==> src/rtl/ramclr_pkg.sv <==
package ramclr_pkg;
   // Control register layout; the bench decodes these bit positions.
   localparam int unsigned CTRL_W = 3;
   typedef struct packed {
      logic done;    // bit 2
      logic irq_en;  // bit 1
      logic clr_en;  // bit 0
   } ctrl_t;
endpackage

==> src/rtl/ramclr_sync_edge.sv <==
module ramclr_sync_edge #(
   parameter int unsigned STAGES = 2
) (
   input  logic clk,
   input  logic rst_n,
   input  logic pin_n,
   output logic fall
);
   logic [STAGES-1:0] chain_q;
   logic              last_q;

   generate
      if (STAGES < 2) begin : g_bad_stages
         $error("ramclr_sync_edge: STAGES must be at least 2");
      end
      for (genvar i = 0; i < STAGES; i++) begin : g_stage
         if (i == 0) begin : g_first
            always_ff @(posedge clk or negedge rst_n) begin
               if (!rst_n) chain_q[0] <= 1'b1;
               else        chain_q[0] <= pin_n;
            end
         end else begin : g_next
            always_ff @(posedge clk or negedge rst_n) begin
               if (!rst_n) chain_q[i] <= 1'b1;
               else        chain_q[i] <= chain_q[i-1];
            end
         end
      end
   endgenerate

   always_ff @(posedge clk or negedge rst_n) begin
      if (!rst_n) last_q <= 1'b1;
      else        last_q <= chain_q[STAGES-1];
   end

   assign fall = last_q & ~chain_q[STAGES-1];
endmodule

==> src/rtl/ramclr_sweep.sv <==
module ramclr_sweep #(
   parameter int unsigned NUM_BYTES = 114,
   parameter int unsigned ADDR_W    = 7
) (
   input  logic              clk,
   input  logic              rst_n,
   input  logic              start,
   output logic              busy,
   output logic [ADDR_W-1:0] addr,
   output logic              finish
);
   localparam logic [ADDR_W-1:0] LAST = ADDR_W'(NUM_BYTES - 1);

   logic              busy_q;
   logic [ADDR_W-1:0] addr_q;

   always_ff @(posedge clk or negedge rst_n) begin
      if (!rst_n) begin
         busy_q <= 1'b0;
         addr_q <= '0;
      end else if (busy_q) begin
         if (addr_q == LAST) begin
            busy_q <= 1'b0;
            addr_q <= '0;
         end else begin
            addr_q <= addr_q + 1'b1;
         end
      end else if (start) begin
         busy_q <= 1'b1;
         addr_q <= '0;
      end
   end

   assign busy   = busy_q;
   assign addr   = addr_q;
   assign finish = busy_q && (addr_q == LAST);
endmodule

==> src/rtl/ramclr_lockout.sv <==
module ramclr_lockout #(
   parameter int unsigned RECOVER_CYC = 130
) (
   input  logic clk,
   input  logic rst_n,
   input  logic start,
   output logic lock
);
   localparam int unsigned CNT_W = $clog2(RECOVER_CYC + 1);
   localparam logic [CNT_W-1:0] LOAD = CNT_W'(RECOVER_CYC);

   logic [CNT_W-1:0] cnt_q;

   always_ff @(posedge clk or negedge rst_n) begin
      if (!rst_n)              cnt_q <= '0;
      else if (start)          cnt_q <= LOAD;
      else if (cnt_q != '0)    cnt_q <= cnt_q - 1'b1;
   end

   assign lock = (cnt_q != '0);
endmodule

==> src/rtl/ramclr_top.sv <==
module ramclr_top
   import ramclr_pkg::*;
#(
   parameter int unsigned NUM_BYTES   = 114,
   parameter int unsigned ADDR_W      = 7,
   parameter int unsigned DATA_W      = 8,
   parameter int unsigned RECOVER_CYC = 130,
   parameter int unsigned SYNC_STAGES = 2
) (
   input  logic              clk,
   input  logic              rst_n,
   input  logic              clr_pin_n,
   input  logic              supply_ok,
   input  logic              other_irq,
   input  logic              host_wr,
   input  logic [2:0]        host_wdata,
   output logic [2:0]        host_rdata,
   output logic              host_lock,
   output logic              ram_we,
   output logic [ADDR_W-1:0] ram_addr,
   output logic [DATA_W-1:0] ram_wdata,
   output logic              irq_n
);
   localparam logic [DATA_W-1:0] FILL = '1;

   generate
      if (NUM_BYTES > (1 << ADDR_W)) begin : g_bad_addr
         $error("ramclr_top: ADDR_W too narrow for NUM_BYTES");
      end
      if (RECOVER_CYC < NUM_BYTES) begin : g_bad_recover
         $error("ramclr_top: RECOVER_CYC must cover the sweep");
      end
      if (CTRL_W != 3) begin : g_bad_ctrl
         $error("ramclr_top: control register width mismatch");
      end
   endgenerate

   ctrl_t ctrl_q;
   ctrl_t wr_val;
   logic  pin_fall, sweep_busy, sweep_finish, sweep_start, lock;

   ramclr_sync_edge #(.STAGES(SYNC_STAGES)) u_sync (
      .clk(clk), .rst_n(rst_n), .pin_n(clr_pin_n), .fall(pin_fall)
   );

   assign sweep_start = pin_fall & ctrl_q.clr_en & ~sweep_busy;

   ramclr_sweep #(.NUM_BYTES(NUM_BYTES), .ADDR_W(ADDR_W)) u_sweep (
      .clk(clk), .rst_n(rst_n), .start(sweep_start),
      .busy(sweep_busy), .addr(ram_addr), .finish(sweep_finish)
   );

   ramclr_lockout #(.RECOVER_CYC(RECOVER_CYC)) u_lock (
      .clk(clk), .rst_n(rst_n), .start(sweep_start), .lock(lock)
   );

   assign wr_val = ctrl_t'(host_wdata);

   always_ff @(posedge clk or negedge rst_n) begin
      if (!rst_n) begin
         ctrl_q <= '0;
      end else begin
         if (host_wr && !lock) begin
            ctrl_q.clr_en <= wr_val.clr_en;
            ctrl_q.irq_en <= wr_val.irq_en;
            if (!wr_val.done) ctrl_q.done <= 1'b0;
         end
         if (sweep_finish) ctrl_q.done <= 1'b1;
      end
   end

   assign host_rdata = lock ? 3'b000 : 3'(ctrl_q);
   assign host_lock  = lock;
   assign ram_we     = sweep_busy;
   assign ram_wdata  = FILL;
   assign irq_n      = ~((ctrl_q.done & ctrl_q.irq_en & supply_ok) | other_irq);
endmodule

==> config.mk <==
export PLATFORM = sky130hd
export DESIGN_NAME = ramclr_top
export DESIGN_NICKNAME = d
export VERILOG_FILES = /design/src/rtl/ramclr_pkg.sv /design/src/rtl/ramclr_sync_edge.sv /design/src/rtl/ramclr_sweep.sv /design/src/rtl/ramclr_lockout.sv /design/src/rtl/ramclr_top.sv
export SDC_FILE = /design/constraint.sdc
export NUM_CORES = 1
export LEC_CHECK = 0
export CAP_MARGIN = 10
export CORE_MARGIN = 1.5
export CORE_UTILIZATION = 52
export DETAILED_ROUTE_END_ITERATION = 16
export PLACE_DENSITY = 0.93
export SETUP_SLACK_MARGIN = 0.5
export SLEW_MARGIN = 20
export SYNTH_ARGS = -nofsm -noshare
export SYNTH_HDL_FRONTEND = slang
export SYNTH_SLANG_ARGS = --single-unit
export TNS_END_PERCENT = 100
==> constraint.sdc <==
create_clock -name clk -period 4.55 [get_ports clk]
set_input_delay 1.1375 -clock clk [delete_from_list [all_inputs] [get_ports clk]]
set_output_delay 1.1375 -clock clk [all_outputs]
set_load 0.01 [all_outputs]
Word level (Yosys, flattened, before mapping) --
Index checks and enable logic that the tools add are counted.
Word-level totals: register bits 22, logic and storage cells 42
Cells by class: add/sub/neg operators 2, equal/unequal tests 2, muxes and demuxes 12, bitwise operators 9, reduce and logical (&&, ||, !) cells 8
Operators by type and width (count):
- 7-bit 2-to-1 mux | 3
- 8-bit 2-to-1 mux | 2
- 8-bit nonzero test | 1
- 8-bit by 1-bit subtractor with 8-bit output, second input constant | 1
- 7-bit by 1-bit adder with 7-bit output, second input constant | 1
- 7-bit == test, second input constant | 1
- 3-bit 2-to-1 mux | 2
- 2-bit nonzero test | 3
- 1-bit AND | 5
- 1-bit 2-to-1 mux | 5
- 1-bit NOT | 3
- 1-bit logical AND | 2
- 2-bit by 1-bit inequality test with 1-bit output, second input constant | 1
- 2-bit AND reduction | 1
- 1-bit logical NOT | 1
- 1-bit bitwise OR | 1

Longest topological paths before layout --
Gate-level depths: netlist of run 1.
word-level depth 6, depth in mapped cells 5, mapped depth without buffers 5

Cells and area by module --
From an unflattened synthesis of run 1, not the netlist that was laid out.
Second synthesis, totals: cells, all modules 122, area total of the unflattened synthesis 1226.2 µm²
Modules (own cells, without submodules):
- ramclr_sweep | times used 1, cells each 47, area each 460.4 µm²
- ramclr_lockout | times used 1, cells each 47, area each 454.2 µm²
- ramclr_top | times used 1, cells each 24, area each 219.0 µm²
- ramclr_sync_edge | times used 1, cells each 4, area each 92.6 µm²

Least setup slack after synthesis of run 1 --
No wires, ideal clock.
path kind input -> output, start point input supply_ok, end point output irq_n, arrival time 1381 ps, setup slack 2032 ps, stages 1, cell sequence a31oi_1
On the way: cells in the longest elaborated chain, start to end 3
RTL lines:
- start: declaration | line ramclr_top.sv:13 | input logic supply_ok,
- 1-bit AND | line ramclr_top.sv:76 | assign irq_n = ~((ctrl_q.done & ctrl_q.irq_en & supply_ok) | other_irq);
- 1-bit bitwise OR | line ramclr_top.sv:76
- 1-bit NOT | line ramclr_top.sv:76
- end: declaration | line ramclr_top.sv:22 | output logic irq_n
No other way between the ends.

Final worst setup path of run 1 --
start point register u_lock.cnt_q[0], end point output host_rdata[1]
On the way: cells in the longest elaborated chain, start to end 2
RTL lines:
- start: declaration | line ramclr_lockout.sv:12 | logic [CNT_W-1:0] cnt_q;
- start signal: assignment | line ramclr_lockout.sv:17 | else if (cnt_q != '0) cnt_q <= cnt_q - 1'b1;
- 8-bit nonzero test | line ramclr_lockout.sv:20 | assign lock = (cnt_q != '0);
- 3-bit 2-to-1 mux | line ramclr_top.sv:72 | assign host_rdata = lock ? 3'b000 : 3'(ctrl_q);
- end: declaration | line ramclr_top.sv:17 | output logic [2:0] host_rdata,
No other way between the ends.

==> flow_metrics.tcl, run 1 <==
set metrics [dict create \
    outcome "complete, no violations" \
    crit_path_max_fanout 6 \
    drt_first_pass_iters 4 \
    number_of_buffers_created_by_cts 3 \
    rr_endpoint "ctrl_q[2]" \
    setup.reg_to_reg.worst_slack_ps 2480 \
    grt_util_met1 0.280 \
    ys_top_cells_by_area "dfrtp_1 39%, dfstp_2 6.4%, buf_4 4.9%" \
    cts_tree "yes" \
    gr-max-usage-layer "met2" \
    max_slew.worst_pin.slew_ps 953 \
    post_cts_resize_count 0 \
    vias_per_cell 6.01 \
    cts_post_setup_buffers_inserted 0 \
    initial_core_util 0.553 \
    die-width_microns 51.5 \
    antenna_found_initial 0 \
    globalRouteMet3Util 0.0287 \
    worstSetupEndpointType "output pin" \
    netlist_area_before_placement_sq_mm 0.00122 \
    wire_length_of_the_first_global_routing_pass_microns 4260 \
    syn_inst 122 \
    drt-wirelength-per-cell_microns 14.7 \
    floorplan.die_area_sq_mm 0.00265 \
    cts_root_buffer "clkbuf_4" \
    worst_setup_slack_after_placement_ps 1150 \
    dr_total_vias 1028 \
    clock_sinks 22 \
    grt-ovfl-total 0 \
    synth_warnings 0 \
    timing.clock.skew_ps 3.79 \
    largest_net_degree_at_the_start_of_global_routing 23 \
    async_flop_share 1.00 \
    synth_enable_flop_cells 0 \
    timing_hold_violations_final 0 \
    final_stage_net_count 157 \
    num_io_pins 30 \
    power.density_cell_area_mw_per_mm2 570 \
    die-height_microns 51.5 \
    gp_congestion 0.860 \
    post-synth-top-area-cell "dfrtp_1" \
    final_period_minus_worst_setup_slack_ps 3580 \
    postSynthAreaPerCell_sq_um 10.0 \
    area_growth_pct 20.2 \
    worst_ep_required_time_ps 3410 \
    postSynth.topFlopCell "dfrtp_1" \
    clock_transition_time_at_the_flip_flop_clock_pins_of_the_worst_setup_and_hold_paths_ps 120 \
    clock_path_buffers 2 \
    hold_path_depth 0 \
    finalWorstSetupSlack_ps 967 \
    first_global_vias 940 \
    synth_largest_type_area_fraction 0.389 \
    instances_no_fill 171 \
    layout_commonest_cell "clkdlybuf4s50_1" \
    synth-seq-area-share 0.453 \
    use_met2 0.357 \
    drive_above_1_share 0.126 \
    worstPathArrival_ps 2450 \
    routed_wl_microns 2520 \
    final_core_density 0.665 \
    drc 0 \
    critical_path.cell_chain "inv_1 -> ha_1 -> nor3b_1 -> and3_1 -> clkdlybuf4s50_1" \
    cp_slowest_cell "nor3b_1" \
    port-buffer-count 21 \
    commonest_cells_after_routing_fill_and_taps_aside "21 x clkdlybuf4s50_1, 19 x dfrtp_1, 8 x conb_1" \
    floorplan.core_area_sq_mm 0.00221 \
    crit_path_max_incr_delay_ps 560 \
    hold_ws_ps 364 \
    synth.ff_latch_count 22 \
    timing.hold.worst_endpoint "u_sync.chain_q[1]" \
    final_min_period_over_clock_period 0.787 \
    drt-initial-drc-count 13 \
    achievable-frequency_mhz 279 \
    ff2ff_path_depth 5 \
    r2r-start "u_lock.cnt_q[0]" \
    core.rowCount 17 \
    track_usage 0.213 \
    cts_hold_buffers 0 \
    min-delay-path-class "reg2reg" \
    max_slew_margin 0.363 \
    hp-start "u_sync.chain_q[0]" \
    setup_violations 0 \
    tns_ps 0 \
    cts_htree_levels 1 \
    hpwl_microns 1880 \
    largest_delay_share_family_worst_path "simple AND/OR/NAND/NOR gates" \
    worstSkewPairLatency_ps 300 \
    startpoint_type "flip-flop" \
    crit_buf_inv 2 \
    maxSlewViolCount 0 \
    criticalPathCategory "reg2out" \
    unrepaired_setup_endpoints_after_global_routing "no" \
    place.detailed.instances 167 \
    total_leakage_power_nw 0.599 \
    route.antenna.remaining_nets 0 \
    max-cap-violations 0 \
    insertedDiodeCount 0 \
    synth_cell_type_count 42 \
    max-vdd-ir-drop_mv 0.381 \
]
cell families after synthesis:
logic type                 share of synthesized area
AOI/OAI and AO/OA                              0.149
DFF                                            0.453
muxes                                         0.0266
other                                        0.00306
buffers and inverters                         0.0828
adders and majority gates                     0.0409
and+or+nand+nor                                0.244
Yosys cell counts (2+ instances only):
cell type	n
a21oi_1	5
and3_1	3
buf_4	8
clkbuf_1	4
dfrtp_1	19
dfstp_2	3
ha_1	4
inv_1	7
mux2_2	2
nand2_1	6
nand2b_1	2
nand3_1	5
nand3b_1	5
nor2_1	3
nor3_1	4
nor4_1	2
o211ai_1	4
o21ai_0	6
o22ai_1	2
o31ai_1	2
or3b_2	3
or4_1	2
or4b_2	2
layout make-up:
cell class	instances	area [sq um]
clock buffer	4	36.3
fill	171	741
inverter	7	26.3
multi-input combinational	88	602
sequential	22	554
tap	28	35.0
timing repair buffer	22	218
layer usage:
| layer | routed length [microns] | up-vias |
|---|---|---|
| met2 | 1300 | 30 |
| met4 | 14 | 0 |
| li1 | - | 478 |
| met3 | 125 | 2 |
| met1 | 1080 | 518 |
| met5 | 0 | - |
registers in the layout, indices dropped and copies added (netlist names):
signal,flops
u_lock.cnt_q,8
u_sweep.addr,7
u_sweep.busy,1
u_sync.last_q,1
u_sync.chain_q,2
ctrl_q,3
power by group:
group	switching [mW]	internal [mW]	leakage, nW	total (mW)
clock	0.0577	0.0488	0.0210	0.107
combinational	0.165	0.181	0.313	0.347
sequential	0.115	0.271	0.265	0.386
worst max-delay path by stage:
stage / from / endpoint / slack (ps) / cells past startpoint
floorplan: supply_ok / irq_n / 2030 / 1
global placement: supply_ok / irq_n / 1170 / 3
detailed placement: supply_ok / irq_n / 1150 / 3
CTS: u_lock.cnt_q[0] / host_rdata[1] / 980 / 5
global route: u_lock.cnt_q[0] / host_rdata[0] / 800 / 5
finish: u_lock.cnt_q[0] / host_rdata[1] / 970 / 5
stage by stage:
step           instance area, sq um  power (mW)
3_5_place_dp                   1430       0.730
5_1_grt                        1470       0.903
3_3_place_gp                   1430       0.698
2_1_floorplan                  1250       0.597
6_report                       1470       0.839
4_1_cts                        1460       0.837
Note: power is estimated with default switching activity, not from simulation.
==> run 2: changes to the inputs <==
CORE_UTILIZATION = 48   (was 52)
PLACE_DENSITY = 0.87   (was 0.93)
clock period = 3.3 ns   (was 4.55 ns; I/O delays follow)
==> run 2 against run 1 <==
Largest power group is now combinational cells. Wire length increased by 6.2%. Critical endpoint is now host_lock. Clock skew is 1.1 ps higher. Total power up 49%. First-iteration DRC count grew 110%. Non-clock buffer count grew 5. Die area grew 7.8%. Worst setup slack got worse by 350 ps.
==> flow_metrics.tcl, run 2 (same netlist as run 1, synthesis figures left out) <==
set metrics [dict create \
    outcome "complete, no violations" \
    area_growth_pct 27.2 \
    initial_core_util 0.498 \
    worstSkewPairLatency_ps 310 \
    track_usage 0.218 \
    crit_path_max_incr_delay_ps 610 \
    largest_delay_share_family_worst_path "simple AND/OR/NAND/NOR gates" \
    r2r-start "u_lock.cnt_q[4]" \
    max_slew.worst_pin.slew_ps 669 \
    cts_tree "yes" \
    max-vdd-ir-drop_mv 0.575 \
    critical_path_cell_count 4 \
    layout_commonest_cell "dfrtp_1" \
    cts_htree_levels 1 \
    startpoint_type "flip-flop" \
    timing.clock.skew_ps 4.89 \
    drc 0 \
    post-layout-total-power_mw 1.25 \
    route.antenna.remaining_nets 0 \
    max_reg_flops 8 \
    worstPathArrival_ps 1860 \
    final_period_minus_worst_setup_slack_ps 2680 \
    tns_ps 0 \
    clock_sinks 22 \
    grt-ovfl-total 0 \
    worst_ep_required_time_ps 2470 \
    drt-initial-drc-count 27 \
    setup_violations 0 \
    routed_wl_microns 2670 \
    clock_transition_time_at_the_flip_flop_clock_pins_of_the_worst_setup_and_hold_paths_ps 120 \
    largest_register "u_lock.cnt_q" \
    vias_per_cell 5.79 \
    crit_path_max_fanout 7 \
    achievable-frequency_mhz 373 \
    floorplan.die_area_sq_mm 0.00286 \
    total_leakage_power_nw 0.693 \
    final_min_period_over_clock_period 0.812 \
    die-width_microns 53.5 \
    hold_path_depth 0 \
    hpwl_microns 1830 \
    insertedDiodeCount 0 \
    timing_hold_violations_final 0 \
    cts_root_buffer "clkbuf_4" \
    max_slew_margin 0.549 \
    critical_path.cell_chain "or4_4 -> nor2_2 -> inv_1 -> dlygate4sd2_1" \
    min-delay-path-class "reg2reg" \
    place.detailed.instances 170 \
    port-buffer-count 21 \
    gp_congestion 0.856 \
    first_global_vias 972 \
    largest_net_degree_at_the_start_of_global_routing 23 \
    clock_path_buffers 2 \
    core.rowCount 18 \
    rr_endpoint "u_lock.cnt_q[6]" \
    number_of_buffers_created_by_cts 3 \
    maxSlewViolCount 0 \
    antenna_found_initial 0 \
    dr_total_vias 1030 \
    drt_first_pass_iters 4 \
    crit_buf_inv 2 \
    ff2ff_path_depth 3 \
    cts_hold_buffers 0 \
    drive_above_1_share 0.203 \
    cp_slowest_cell "or4_4" \
    final_stage_net_count 162 \
    instances_no_fill 178 \
    max-cap-violations 0 \
    criticalPathCategory "reg2out" \
    die-height_microns 53.5 \
    wire_length_of_the_first_global_routing_pass_microns 4480 \
    hp-start "u_sync.chain_q[0]" \
    num_io_pins 30 \
    drt-wirelength-per-cell_microns 15.0 \
    setup.reg_to_reg.worst_slack_ps 1530 \
    floorplan.core_area_sq_mm 0.00245 \
    commonest_cells_after_routing_fill_and_taps_aside "19 x dfrtp_1, 15 x clkdlybuf4s50_1, 8 x conb_1" \
    unrepaired_setup_endpoints_after_global_routing "no" \
    timing.hold.worst_endpoint "u_sync.chain_q[1]" \
    power.density_cell_area_mw_per_mm2 803 \
    worstSetupEndpointType "output pin" \
]
run 2: final cells by class:
class	count	area, sq um
Tap cell	30	37.5
Multi-Input combinational cell	88	643
Timing Repair Buffer	27	259
Inverter	7	26.3
Sequential cell	22	554
Fill cell	190	898
Clock buffer	4	36.3
run 2: timing repair:
item,CTS,global route
gates resized for setup,8,7
pin swaps,1,0
gates cloned,0,0
buffers inserted,4,0
setup endpoints to repair,4,5
run 2: power breakdown:
group          internal (mW)  switching [mW]  leakage [nW]  total (mW)
clock network         0.0673          0.0819        0.0210       0.149
logic                  0.300           0.261         0.407       0.561
registers              0.373           0.166         0.265       0.539
run 2: through the flow:
stage               cell area [sq um]  utilization  worst slack (ps)  hold slack [ps]
floorplan                        1250            -              1100              345
global placement                 1440        0.586               529              349
detailed placement               1440        0.586               519              349
CTS                              1530        0.625               502              367
global route                     1560        0.634               526              372
finish                           1560        0.634               619              367
run 2: worst max path at each step:
stage	start	end	slack [ps]
2_1_floorplan	u_lock.cnt_q[0]	host_lock	1100
3_3_place_gp	supply_ok	irq_n	530
3_5_place_dp	u_lock.cnt_q[0]	host_rdata[1]	520
4_1_cts	u_lock.cnt_q[0]	host_rdata[1]	500
5_1_grt	u_lock.cnt_q[3]	host_lock	530
6_report	u_lock.cnt_q[4]	host_lock	620
run 2: metal layers:
| layer | track usage | vias to the layer above | part of all wire |
|---|---|---|---|
| met2 | 0.356 | 29 | 0.50 |
| met5 | 0 | - | 0 |
| met3 | 0.0367 | 2 | 0.045 |
| met4 | 0.0983 | 0 | 0.0041 |
| met1 | 0.281 | 510 | 0.45 |
| li1 | - | 489 | - |
==> run 3: changes to the inputs <==
CORE_UTILIZATION = 44   (was 48)
PLACE_DENSITY = 0.84   (was 0.87)
clock period = 2.2 ns   (was 3.3 ns; I/O delays follow)
==> run 3 against run 2 <==
Global-route usage up 2.5 points. Worst setup slack worse by 610 ps. Die area up 8.6%. Sequential power up 34%. Total power up 84%. Count of clock-buffer cells in the layout unchanged. Critical path depth up 2. Register-to-register slack worse by 1200 ps. Clock skew up 10 ps. Largest power group unchanged.
==> flow_metrics.tcl, run 3 (same netlist as run 1, synthesis figures left out) <==
set metrics [dict create \
    placed_cell_area_sq_mm 0.00155 \
    max-cap-violations 0 \
    routed_wl_microns 3620 \
    max_reg_flops 8 \
    first_global_vias 1204 \
    cts_hold_buffers 0 \
    port-buffer-count 21 \
    initial_core_util 0.481 \
    sw_ratio 0.409 \
    num_io_pins 30 \
    clock_sinks 22 \
    post-layout-total-power_mw 2.30 \
    drt_first_pass_iters 4 \
    cts_root_buffer "clkbuf_4" \
    comb_power_share 0.597 \
    startpoint_type "flip-flop" \
    final_period_minus_worst_setup_slack_ps 2190 \
    commonest_cells_after_routing_fill_and_taps_aside "31 x buf_4, 14 x dfrtp_1, 10 x dlygate4sd2_1" \
    largest_net_degree_at_the_start_of_global_routing 23 \
    grt_util_met1 0.315 \
    dr_total_vias 1236 \
    worstSetupEndpointType "output pin" \
    final_min_period_over_clock_period 0.998 \
    crit_path_max_fanout 3 \
    clock_transition_time_at_the_flip_flop_clock_pins_of_the_worst_setup_and_hold_paths_ps 140 \
    clockPowerShare 0.090 \
    antenna_found_initial 0 \
    cts_tree "yes" \
    drc 0 \
    timing.clock.skew_ps 14.9 \
    die-width_microns 55.7 \
    worst_ep_required_time_ps 1650 \
    maxSlewViolCount 0 \
    hpwl_microns 2020 \
    outcome "complete, no violations" \
    final_stage_net_count 191 \
    hold_ws_ps 367 \
    worstSkewPairLatency_ps 330 \
    critical_path.cell_chain "inv_2 -> ha_4 -> nor3b_4 -> buf_4 -> and3_4 -> buf_6" \
    vias_per_cell 5.97 \
    achievable-frequency_mhz 456 \
    finalWorstSetupSlack_ps 5.25 \
    largest_register "u_lock.cnt_q" \
    drive_above_1_share 0.424 \
    gr-max-usage-layer "met2" \
    power.density_cell_area_mw_per_mm2 1280 \
    route.antenna.remaining_nets 0 \
    cp_slowest_cell "dfrtp_1" \
    fillerInstances 155 \
    drt-wirelength-per-cell_microns 17.5 \
    globalRouteMet3Util 0.0395 \
    insertedDiodeCount 0 \
    cts_htree_levels 1 \
    drt-initial-drc-count 63 \
    track_usage 0.244 \
    die-height_microns 55.7 \
    layout_commonest_cell "buf_4" \
    clock_path_buffers 2 \
    wire_length_of_the_first_global_routing_pass_microns 5890 \
    gp_congestion 0.842 \
    use_met2 0.405 \
    worst_setup_slack_after_placement_ps -27.9 \
    max-vdd-ir-drop_mv 0.999 \
    internal_power_mw 1.36 \
    floorplan.core_area_sq_mm 0.00254 \
    grt-ovfl-total 0 \
    final_core_density 0.707 \
    criticalPathCategory "reg2out" \
    crit_path_max_incr_delay_ps 430 \
    timing_hold_violations_final 0 \
    post-route-cell-area_sq_mm 0.00180 \
    sw_pwr_mw 0.943 \
    unrepaired_setup_endpoints_after_global_routing "yes" \
    min-delay-path-class "reg2reg" \
    seq_power_share 0.314 \
    setup_violations 0 \
    number_of_buffers_created_by_cts 3 \
    floorplan.die_area_sq_mm 0.00311 \
    core.rowCount 18 \
    worstPathArrival_ps 1640 \
    area_growth_pct 47.0 \
    total_leakage_power_nw 0.802 \
]
-- run 3: cell types whose count changed in the layout (fill, tap and decap cells not counted), sizes merged --
cell	change
clkdlybuf4s50	-9
dlygate4sd2	+9
buf	+33
dlymetal6s2s	-4
-- run 3: cell type report --
type                       count  area, sq um  share of cell area
multi-input combinational     88          686               0.381
sequential                    22          561               0.312
timing repair buffer          56          463               0.257
tap                           30         37.5              0.0209
clock buffer                   4         26.3              0.0146
inverter                       7         26.3              0.0146
-- run 3: worst max-delay path, delay by kind of cell (launching register included) --
family,cells,cell delay (ps)
adders and majority gates,1,140
and+or+nand+nor,2,400
DFF,1,430
buffers and inverters,3,340
-- run 3: stage by stage --
step	setup TNS [ps]	cells
after detailed placement	-27.9	181
after floorplan	0	129
after global routing	-19.1	207
after CTS	0	201
after global placement	-11.7	181
final	0	207
-- run 3: repair_timing --
action	CTS	global route
buffers inserted	16	6
pin swaps	6	9
endpoints found under the setup margin	14	10
gates resized for setup	38	18
-- run 3: worst paths after layout --
kind,startpoint,endpoint,cells after the start,slack (ps)
worst max-delay path,u_lock.cnt_q[1],host_rdata[1],6,5
worst min-delay path,u_sync.chain_q[0],u_sync.chain_q[1],0,370
worst max register to register,u_lock.cnt_q[5],u_lock.cnt_q[6],4,330
worst min register to register,u_sync.chain_q[0],u_sync.chain_q[1],0,370
max in group asynchronous,rst_n,u_sync.last_q,2,1350
min in group asynchronous,rst_n,u_lock.cnt_q[3],2,560
-- run 3: per-layer routing --
| metal | routed length [microns] | vias to the layer above |
|---|---|---|
| met5 | 0 | - |
| met2 | 1810 | 75 |
| met1 | 1450 | 599 |
| li1 | - | 544 |
| met3 | 246 | 18 |
| met4 | 122 | 0 |
-- run 3: power by group through the flow --
stage                     Clock, mW  Combinational, mW  Sequential [mW]
after floorplan                   0              0.525            0.750
after global placement            0              0.874            0.741
after detailed placement          0              0.925            0.760
after CTS                     0.196               1.14            0.714
after global routing          0.222               1.48            0.736
final                         0.206               1.38            0.722
